File: src/rtl/prog_delay_line.sv
module prog_delay_line #(
  parameter int SEL_W      = 8,
  parameter int BASE_DLY   = 3,
  parameter int SETTLE_CYC = 12
) (
  input  logic             clk,
  input  logic             rst_n,
  input  logic             sig_in,
  input  logic [SEL_W-1:0] tap_sel,
  output logic             sig_out,
  output logic             delay_valid
);
  localparam int NTAP   = 1 << SEL_W;
  localparam int NSTAGE = NTAP - 1;
  localparam int CNT_W  = $clog2(SETTLE_CYC + 1);

  logic [BASE_DLY-1:0] base_q;
  logic [NSTAGE-1:0]   chain_q;
  logic [NTAP-1:0]     taps, tap_oh;
  logic [SEL_W-1:0]    cur_set;
  logic [CNT_W-1:0]    settle_cnt;
  logic                base_out, picked;

  generate
    if (BASE_DLY == 1) begin : g_base1
      always_ff @(posedge clk)
        if (!rst_n) base_q <= '0;
        else        base_q <= sig_in;
    end else begin : g_basen
      always_ff @(posedge clk)
        if (!rst_n) base_q <= '0;
        else        base_q <= {base_q[BASE_DLY-2:0], sig_in};
    end
  endgenerate

  assign base_out = base_q[BASE_DLY-1];

  always_ff @(posedge clk)
    if (!rst_n) chain_q <= '0;
    else        chain_q <= {chain_q[NSTAGE-2:0], base_out};

  assign taps = {chain_q, base_out};

  generate
    for (genvar k = 0; k < NTAP; k++) begin : g_dec
      assign tap_oh[k] = (cur_set == SEL_W'(k));
    end
  endgenerate

  assign picked = |(taps & tap_oh);

  always_ff @(posedge clk)
    if (!rst_n) begin
      sig_out    <= 1'b0;
      cur_set    <= '0;
      settle_cnt <= '0;
    end else begin
      sig_out <= picked;
      cur_set <= tap_sel;
      if (tap_sel != cur_set)  settle_cnt <= CNT_W'(SETTLE_CYC);
      else if (settle_cnt != 0) settle_cnt <= settle_cnt - 1'b1;
    end

  assign delay_valid = (settle_cnt == '0);

  p_reset_state_r9: assert property (@(posedge clk)
    $rose(rst_n) |-> (delay_valid && !sig_out && cur_set == '0 && chain_q == '0));

  p_tap0_base_r2: assert property (@(posedge clk) disable iff (!rst_n)
    ($past(rst_n) && cur_set == '0 && $past(cur_set) == '0) |-> sig_out == $past(base_out));

  p_onehot_tap_r3: assert property (@(posedge clk) disable iff (!rst_n)
    $onehot(tap_oh));

  p_change_drops_valid_r6: assert property (@(posedge clk) disable iff (!rst_n)
    (tap_sel != cur_set) |=> !delay_valid);

  p_valid_falls_on_change_r6: assert property (@(posedge clk) disable iff (!rst_n)
    ($past(rst_n) && $fell(delay_valid)) |-> $past(tap_sel) != $past(cur_set));

  p_history_kept_r7: assert property (@(posedge clk) disable iff (!rst_n)
    $past(rst_n) |-> chain_q[0] == $past(base_out));
endmodule

File: config.mk
export PLATFORM = sky130hd
export DESIGN_NAME = prog_delay_line
export DESIGN_NICKNAME = d
export VERILOG_FILES = /design/src/rtl/prog_delay_line.sv
export SDC_FILE = /design/constraint.sdc
export NUM_CORES = 1
export LEC_CHECK = 0
export ABC_CLOCK_PERIOD_IN_PS = 5740
export BUFFER_PORTS_ARGS = -buffer_cell sky130_fd_sc_hd__buf_2
export CORE_UTILIZATION = 40
export CTS_CLUSTER_SIZE = 14
export DETAILED_ROUTE_END_ITERATION = 16
export PLACE_DENSITY = 0.55
export SLEW_MARGIN = 20
export SYNTH_ARGS = -nofsm -noshare
export SYNTH_HDL_FRONTEND = slang
export SYNTH_SLANG_ARGS = --single-unit
File: constraint.sdc
create_clock -name clk -period 5.74 [get_ports clk]
set_clock_uncertainty 0.15 [all_clocks]
set_input_delay 0.287 -clock clk [delete_from_list [all_inputs] [get_ports clk]]
set_output_delay 0.287 -clock clk [all_outputs]
set_load 0.1 [all_outputs]
# [Word-level counts from Yosys, hierarchy flattened]
# Cells that the tools add are included.
[op_classes] n_mux=2 n_reduce_logical=6 add_sub_neg=1 n_bitwise=2 eq_ne=256
[op_table] cell="8-bit equality test (second input constant)" count=128
[op_table] cell="8-bit by 7-bit equality test with 1-bit output (second input constant)" count=64
[op_table] cell="256-bit bitwise AND" count=1
[op_table] cell="8-bit by 6-bit equality test with 1-bit output (second input constant)" count=32
[op_table] cell="256-bit OR reduction" count=1
[op_table] cell="8-bit by 5-bit equality test with 1-bit output (second input constant)" count=16
[op_table] cell="8-bit by 4-bit equality test with 1-bit output (second input constant)" count=8
[op_table] cell="8-bit by 3-bit equality test with 1-bit output (second input constant)" count=4
[op_table] cell="8-bit by 2-bit equality test with 1-bit output (second input constant)" count=2
[op_table] cell="8-bit by 1-bit equality test with 1-bit output (second input constant)" count=1
[op_table] cell="8-bit zero test" count=1
[op_table] cell="4-bit 2-to-1 mux" count=2
[op_table] cell="8-bit != test" count=1
[op_table] cell="4-bit zero test" count=1
[op_table] cell="4-bit nonzero test" count=1
[op_table] cell="4-bit by 1-bit subtractor with 4-bit output (second input constant)" count=1
[op_table] cell="2-bit nonzero test" count=1
[op_table] cell="2-bit OR reduction" count=1
[op_table] cell="1-bit inverter" count=1
[totals] inputBits=11 reg_bits=271 out_inout_bits=2 wordCells=273

# [Depth between registers and ports, before layout]
# Gate-level depths: netlist of run 1.
[depth] word_depth=3 ltp_mapped=12 mapped_depth_nobuf=7

# [Least setup slack after synthesis of run 1]
# OpenSTA, ideal clock, no wires.
[synth_path] path_type="register -> register" from="register settle_cnt[0]" to="register settle_cnt[1]" required_ns=5.516 t_arrival_ns=3.311 stages_incl_launch_ff=6 synth_period_minus_slack_ns=3.536 setup_ns=0.074 n_path_buf=0 path_slack_ns=2.204 path_cell_list="dfxtp_1 inv_1 ha_1 nor3b_1 a21oi_1 nor2_1"
[synth_via] elab_chain_cells=1 elab_cells_between_ends=2 cone_classes="add/sub (1); reduce/logical (1)"
[synth_rtl] item="start: declaration" line_no="21" text="logic [CNT_W-1:0] settle_cnt;"
[synth_rtl] item="start signal: assignment" line_no="60" text="if (tap_sel != cur_set) settle_cnt <= CNT_W'(SETTLE_CYC);"
[synth_rtl] item="start signal: assignment" line_no="61" text="else if (settle_cnt != 0) settle_cnt <= settle_cnt - 1'b1;"
[synth_rtl] item="4-bit by 1-bit subtractor with 4-bit output or 4-bit nonzero test (tied branches)" line_no="61"
# Parallel ways exist; a longest one is shown, timed or not.
# A chain may end at the register's enable or synchronous reset.

# [Worst setup path in the final report of run 1]
[layout_path] from="register cur_set[3]" to="register sig_out"
[layout_via] elab_chain_cells=3 elab_cells_between_ends=258 cone_classes="eq/ne (255); bitwise (1); reduce/logical (2)"
[layout_rtl] item="start: declaration" line_no="20" text="logic [SEL_W-1:0] cur_set;"
[layout_rtl] item="start signal: assignment" line_no="59" text="cur_set <= tap_sel;"
[layout_rtl] item="8-bit by 1-bit equality test with 1-bit output (tied with other cells)" line_no="46" text="assign tap_oh[k] = (cur_set == SEL_W'(k));"
[layout_rtl] item="256-bit bitwise AND (*)" line_no="50" text="assign picked = |(taps & tap_oh);"
[layout_rtl] item="256-bit OR reduction (*)" line_no="50"
[layout_rtl] item="end signal: assignment" line_no="58" text="sig_out <= picked;"
[layout_rtl] item="end: declaration" line_no="10" text="output logic sig_out,"
# Mark *: on every way between the ends. The rest lies on a longest branch, timed or not.

==> results of run 1 <==
[power groups by stage]
stage	clock network (mW)	registers (mW)	logic (mW)
6_report	1.79	1.91	0.146
5_1_grt	1.92	1.91	0.156
4_1_cts	1.84	1.91	0.145
3_5_place_dp	0	1.95	0.140
3_3_place_gp	0	1.95	0.140
2_1_floorplan	0	1.93	0.109
[worst max-delay path: stages (launching register included)]
cell and delay (ps):
sky130_fd_sc_hd__dfxtp_2 960, sky130_fd_sc_hd__nor2b_1 920, sky130_fd_sc_hd__inv_1 220, sky130_fd_sc_hd__o22ai_1 250, sky130_fd_sc_hd__nor4_1 130, sky130_fd_sc_hd__a2111oi_2 400
sky130_fd_sc_hd__nor4b_2 90, sky130_fd_sc_hd__o2bb2ai_1 170
[sequential cells by signal, summed over array words and instances, names as in the netlist]
register	flops
sig_out	1
base_q	3
settle_cnt	4
chain_q	255
cur_set	8
[worst max path at each step]
stage                       start            end  slack (ps)  cells past startpoint
detailed placement     cur_set[3]        sig_out        2420                      7
finish                 cur_set[3]        sig_out        2350                      7
floorplan           settle_cnt[0]  settle_cnt[1]        2200                      5
global placement       cur_set[3]        sig_out        2480                      7
CTS                    cur_set[3]        sig_out        2420                      7
global route           cur_set[3]        sig_out        2180                      7
[cell usage in the layout (no fill, tap or decap), types with 5 or more instances in the layout]
cell | netlist | layout
sky130_fd_sc_hd__and2_1 | 271 | 271
sky130_fd_sc_hd__dfxtp_1 | 271 | 267
sky130_fd_sc_hd__a22oi_1 | 35 | 35
sky130_fd_sc_hd__clkbuf_16 | 0 | 29
sky130_fd_sc_hd__mux2i_1 | 26 | 26
sky130_fd_sc_hd__nand2_1 | 22 | 22
sky130_fd_sc_hd__nand3_1 | 20 | 20
sky130_fd_sc_hd__nor2_1 | 17 | 17
sky130_fd_sc_hd__a22o_1 | 15 | 15
sky130_fd_sc_hd__a32oi_1 | 12 | 12
sky130_fd_sc_hd__a21oi_1 | 11 | 11
sky130_fd_sc_hd__buf_2 | 18 | 11
sky130_fd_sc_hd__buf_4 | 5 | 11
sky130_fd_sc_hd__a32o_1 | 10 | 10
sky130_fd_sc_hd__xnor2_1 | 9 | 9
sky130_fd_sc_hd__a221oi_1 | 9 | 9
sky130_fd_sc_hd__o21ai_0 | 9 | 9
sky130_fd_sc_hd__dlygate4sd3_1 | 0 | 9
sky130_fd_sc_hd__mux2_2 | 8 | 8
sky130_fd_sc_hd__nor2b_1 | 9 | 8
sky130_fd_sc_hd__nor3_1 | 8 | 8
sky130_fd_sc_hd__clkinv_2 | 0 | 8
sky130_fd_sc_hd__inv_1 | 6 | 6
sky130_fd_sc_hd__o32ai_1 | 6 | 6
sky130_fd_sc_hd__clkbuf_8 | 0 | 6
sky130_fd_sc_hd__nand2b_1 | 5 | 5
sky130_fd_sc_hd__a31oi_1 | 5 | 5
sky130_fd_sc_hd__or3_1 | 5 | 5
sky130_fd_sc_hd__o22ai_1 | 5 | 5
sky130_fd_sc_hd__clkbuf_1 | 41 | 5
[logic make-up after synthesis]
group	count (synthesis)
mux	40
buf+inv	80
xor+xnor	9
compound gates	154
fa+ha+maj	1
flops	271
simple gates	392
[per-stage QoR]
stage,util,power (mW),instances
2_1_floorplan,-,2.044,947
4_1_cts,0.4575,3.893,1282
3_3_place_gp,0.4160,2.091,1221
3_5_place_dp,0.4160,2.091,1221
5_1_grt,0.4575,3.983,1282
6_report,0.4575,3.851,1282
[layout make-up]
type,count,share of cell area
Clock buffer,40,0.07412
Clock inverter,12,0.008410
Inverter,7,0.002355
Multi-Input combinational cell,596,0.3707
Sequential cell,271,0.4867
Tap cell,324,0.03633
Timing Repair Buffer,32,0.02142
[metal layers]
| metal | up-vias | wire length, microns |
|---|---|---|
| met1 | 3224 | 12170 |
| met2 | 211 | 11270 |
| met4 | 0 | 711 |
| met3 | 60 | 1635 |
| met5 | - | 0 |
| li1 | 3267 | - |
[timing repair]
| item | in CTS | in global routing |
|---|---|---|
| hold buffers | 9 | 0 |
| gates resized for setup | 0 | 0 |
| endpoints found under the hold margin | 9 | 0 |
==> impl_metrics.yaml, run 1 <==
global_routing:
  grt_busiest_layer: "met2"
  groute.layer.met1.usage: 0.2905
  via_count_of_the_first_global_routing_pass: 6793
  groute.layer.met2.usage: 0.3227
  total_global_routing_overflow: 0
  met3_usage: 0.03844
  grt_start_max_net_pins: 176
  global_route_wire_length_before_repair_microns: 40940
  initial_antenna_violation_count: 0
  grt_usage: 0.2079
timing:
  timing.fmax_mhz: 294.6
  timing.setup.tns_ps: 0
  slew_headroom: 0.1769
  tightest_slew_ps: 1232
  setup_violations: 0
  final_min_period_over_clock_period: 0.5914
  post-route-min-period_ps: 3394
  finalHoldViolations: 0
  rsz_0062_raised_after_global_routing: "no"
  drv_slew: 0
  fin_worst_hold_slack_ps: 189.5
  layout_setup_ws_ps: 2346
clocking:
  clockRootBuffer: "sky130_fd_sc_hd__clkbuf_16"
  clock_tree.buffer_depth: 3
  clock_sinks: 271
  clk_latency_ps: 550
  cts_tree: "yes"
  cts_post_setup_buffers_inserted: 0
  cts.htree.levels: 1
  numCtsBuffers: 29
  clkTransAtPathRegs_ps: 60
logic_synthesis:
  synth_common_cells: "sky130_fd_sc_hd__and2_1 (271), sky130_fd_sc_hd__dfxtp_1 (271), sky130_fd_sc_hd__clkbuf_1 (41)"
  post_synth_xor_area_fraction: 0.007913
  yosys.area_share.adder: 0.001256
  post_synth_main_area_contributors: "sky130_fd_sc_hd__dfxtp_1 (54%), sky130_fd_sc_hd__and2_1 (17%), sky130_fd_sc_hd__a22oi_1 (2.6%)"
  synth_top_family_by_area: "simple AND/OR/NAND/NOR gates"
  synthDominantAreaCellType: "sky130_fd_sc_hd__dfxtp_1"
  sequential_to_total_area_share_from_yosys_stat: 0.5446
  post_synth_inst_count: 947
  synthesis.area_sq_um: 9962
  yosys.cell_types.count: 68
  synthesis.area_per_instance_sq_um: 10.52
  post_synth_mux_area_share: 0.04346
  yosys_register_bits: 271
  synth_enable_flop_cells: 0
  synth_nets: 959
  synth-compound-area-share: 0.1233
  synth_largest_type_area_fraction: 0.5446
  ys_warn_count: 0
  synth_ff_type: "sky130_fd_sc_hd__dfxtp_1"
  synth_simple_gate_area_frac: 0.2390
  ys_async_sr_fraction: 0
routing:
  wl_per_cell_microns: 20.12
  drt_first_iter_violations: 525
  viasPerCell: 5.275
  detail_route.first_pass.iterations: 6
  vias: 6762
  routed_wl_microns: 25790
  remaining_drc_errors: 0
  final_antenna_net_count: 0
hold_path:
  hp-start: "rst_n"
  timing.hold.worst_endpoint: "settle_cnt[0]"
  worstHoldPathCells: 3
  min_path_type: "in -> reg"
worst_setup_path:
  crit_path_start_kind: "flip-flop"
  regToRegStartpoint: "cur_set[3]"
  critical_path_peak_fanout: 40
  cp_data_required_time_ps: 6070
  worstReg2RegEnd: "sig_out"
  setup.worst_path.end_class: "flip-flop"
  timing.setup.critical_path_class: "reg -> reg"
  worst-endpoint-arrival_ps: 3720
  r2r.worst_path.cells: 7
  rrSetupSlack_ps: 2350
floorplanning:
  floorplan.initialDensity: 0.4084
  design.core.area_sq_um: 24390
  placementRows: 57
  floorplan.io_pins: 13
  die-height_microns: 159.8
  die-area_sq_um: 25540
  die_width_microns: 159.8
power_and_ir_drop:
  worst_ir_drop_vdd_uv: 228.0
  internal_power_mw: 2.974
  net-switching-power_mw: 0.8774
  power.leakage_nw: 4.236
  pwr_density_cell_nw_per_um2: 345.2
  fraction_of_power_spent_switching_nets: 0.2278
  seqPwrFrac: 0.496
  pwr-share-comb: 0.038
  clockPowerShare: 0.466
placement:
  detailedPlace.worstSlack_ps: 2420
  buffer_ports.inserted: 12
  post-dp-hpwl_microns: 16880
  globalplace.congestion: 0.8444
  place_area_sq_um: 10150
final_layout:
  area_growth_syn_to_layout_pct: 12.01
  fin_nets: 949
  num_antenna_cells: 0
  ff_latch_area_sq_um: 5430
  final_cell_area_sq_um: 11160
  area_occupied_by_multi_input_gates_sq_um: 4136
  post_route_cells_drive_above_1_share: 0.09812
  nFillCells: 2319
flow_run:
  maxCapViolations: 0
outcome:
  outcome: "finished, final reports clean"
No activity file was read; power rests on OpenSTA's default activity.
==> run 2: changes to the inputs <==
--- a/config.mk
+++ b/config.mk
@@ -5,12 +5,12 @@
 export SDC_FILE = /design/constraint.sdc
 export NUM_CORES = 1
 export LEC_CHECK = 0
-export ABC_CLOCK_PERIOD_IN_PS = 5740
+export ABC_CLOCK_PERIOD_IN_PS = 2750
 export BUFFER_PORTS_ARGS = -buffer_cell sky130_fd_sc_hd__buf_2
 export CORE_UTILIZATION = 40
 export CTS_CLUSTER_SIZE = 14
 export DETAILED_ROUTE_END_ITERATION = 16
-export PLACE_DENSITY = 0.55
+export PLACE_DENSITY = 0.57
 export SLEW_MARGIN = 20
 export SYNTH_ARGS = -nofsm -noshare
 export SYNTH_HDL_FRONTEND = slang
==> constraint.sdc (replaced) <==
create_clock -name clk -period 2.75 [get_ports clk]
set_clock_uncertainty 0.15 [all_clocks]
set_input_delay 0.1375 -clock clk [delete_from_list [all_inputs] [get_ports clk]]
set_output_delay 0.1375 -clock clk [all_outputs]
set_load 0.1 [all_outputs]
==> impl_metrics.yaml, run 2 (synthesis gave the netlist of run 1 again) <==
routing:
  detail_route.first_pass.iterations: 7
  final_antenna_net_count: 0
  wl_per_cell_microns: 20.32
  routed_wl_microns: 26700
  vias: 6923
  drt_first_iter_violations: 635
  viasPerCell: 5.269
  remaining_drc_errors: 0
power_and_ir_drop:
  fraction_of_power_spent_switching_nets: 0.2225
  pwr_density_cell_nw_per_um2: 720.2
  clockPowerShare: 0.478
  internal_power_mw: 6.475
  seqPwrFrac: 0.476
  pwr-share-comb: 0.046
  worst_ir_drop_vdd_uv: 407.3
  net-switching-power_mw: 1.853
  power.leakage_nw: 4.455
hold_path:
  min_path_type: "in -> reg"
worst_setup_path:
  worst-endpoint-arrival_ps: 2960
  critical_path.cell_chain: "nor2b_1 > a22o_1 > a211o_1 > a2111o_1 > a22oi_1 > nand4_1 > o2bb2ai_1"
  critical-path-slowest-cell: "sky130_fd_sc_hd__dfxtp_2"
  critPathMaxStageDelay_ps: 600
  cp_data_required_time_ps: 3040
  cp_top_delay_family: "compound AO/OA/AOI/OAI gates"
  cp_num_buf_inv: 0
  setup.worst_path.end_class: "flip-flop"
  critical_path_peak_fanout: 18
  timing.setup.critical_path_class: "reg -> reg"
  crit_path_start_kind: "flip-flop"
clocking:
  clock_sinks: 271
  cts_post_setup_buffers_inserted: 0
  clockRootBuffer: "sky130_fd_sc_hd__clkbuf_16"
  numCtsBuffers: 29
  clkTransAtPathRegs_ps: 60
  cts_tree: "yes"
  clock_tree.buffer_depth: 3
  clk_latency_ps: 560
  cts.htree.levels: 1
global_routing:
  grt_busiest_layer: "met2"
  total_global_routing_overflow: 0
  groute.layer.met1.usage: 0.3030
  grt_usage: 0.2119
  global_route_wire_length_before_repair_microns: 41680
  met3_usage: 0.03974
  groute.layer.met2.usage: 0.3216
  grt_start_max_net_pins: 123
  via_count_of_the_first_global_routing_pass: 6949
  initial_antenna_violation_count: 0
timing:
  slew_headroom: 0.3455
  drv_slew: 0
  setup_violations: 0
  post-route-min-period_ps: 2675
  timing.setup.tns_ps: 0
  rsz_0062_raised_after_global_routing: "no"
  timing.fmax_mhz: 373.8
  tightest_slew_ps: 979.7
  final_min_period_over_clock_period: 0.9729
  finalHoldViolations: 0
  layout_setup_ws_ps: 74.59
final_layout:
  final-instance-count-excl-fill: 1314
  final_cell_mix: "sky130_fd_sc_hd__and2_1 (271), sky130_fd_sc_hd__dfxtp_1 (267), sky130_fd_sc_hd__a22oi_1 (35), sky130_fd_sc_hd__buf_4 (35), sky130_fd_sc_hd__clkbuf_16 (29)"
  area_growth_syn_to_layout_pct: 16.08
  post_route_cells_drive_above_1_share: 0.1273
  layout_commonest_cell: "sky130_fd_sc_hd__and2_1"
  final_cell_area_sq_um: 11560
  registers.top_by_ff_count: "chain_q"
  largest_register_ff_count: 255
  fin_nets: 981
  largest_registers: "chain_q (255), cur_set (8), settle_cnt (4)"
  num_antenna_cells: 0
floorplanning:
  floorplan.io_pins: 13
  floorplan.initialDensity: 0.4084
  design.core.area_sq_um: 24390
  placementRows: 57
  die-area_sq_um: 25540
  die_width_microns: 159.8
  die-height_microns: 159.8
placement:
  globalplace.congestion: 0.8898
  buffer_ports.inserted: 12
  detailedPlace.worstSlack_ps: 125.5
  post-dp-hpwl_microns: 18270
  place_area_sq_um: 10470
  numPlacedInstances: 1252
flow_run:
  maxCapViolations: 0
outcome:
  outcome: "finished, final reports clean"
[run 2: repair_timing]
item,4_1_cts,5_1_grt
hold buffers,10,0
gates resized for setup,0,0
setup endpoints to repair,0,0
hold endpoints to repair,13,0
[run 2: final cells by class]
class | instances | area (sq um)
Multi-Input combinational cell | 596 | 4141
Clock inverter | 11 | 150.1
Clock buffer | 41 | 840.8
Inverter | 7 | 26.28
Tap cell | 324 | 405.4
Fill cell | 2315 | 12830
Timing Repair Buffer | 64 | 569.3
Sequential cell | 271 | 5430
[run 2: path summary, 6_finish.rpt]
| path | start | endpoint | slack [ps] | cells past startpoint |
|---|---|---|---|---|
| max | cur_set[3] | sig_out | 70 | 7 |
| min | sig_in | base_q[0] | 180 | 3 |
| max reg2reg | cur_set[3] | sig_out | 70 | 7 |
| min reg2reg | base_q[1] | base_q[2] | 280 | 1 |
[run 2: through the flow]
| step | total power, mW | util | hold WS (ps) |
|---|---|---|---|
| 5_1_grt | 8.614 | 0.4741 | 160.0 |
| 2_1_floorplan | 4.266 | - | 109.2 |
| 4_1_cts | 8.405 | 0.4741 | 151.9 |
| 3_5_place_dp | 4.419 | 0.4294 | 197.1 |
| 6_report | 8.328 | 0.4741 | 180.0 |
| 3_3_place_gp | 4.416 | 0.4294 | 195.9 |
[run 2: power by group through the flow]
stage / clock network, mW / registers (mW) / logic [mW]
2_1_floorplan: 0 / 4.04 / 0.227
3_3_place_gp: 0 / 4.05 / 0.364
3_5_place_dp: 0 / 4.05 / 0.366
4_1_cts: 4.06 / 3.97 / 0.378
5_1_grt: 4.24 / 3.97 / 0.405
6_report: 3.98 / 3.97 / 0.382
[run 2: per-layer routing]
layer	share of wire	up-vias	wire, microns
met5	0	-	0
li1	-	3337	-
met2	0.43	224	11490
met3	0.065	52	1741
met1	0.48	3310	12720
met4	0.028	0	744
[run 2: worst reg2reg max path: cells and delay by family, from the launching register on]
kind | cells | cell delay [ps]
AND/OR/NAND/NOR | 2 | 460
AO/OA/AOI/OAI | 5 | 1350
flip-flops | 1 | 600
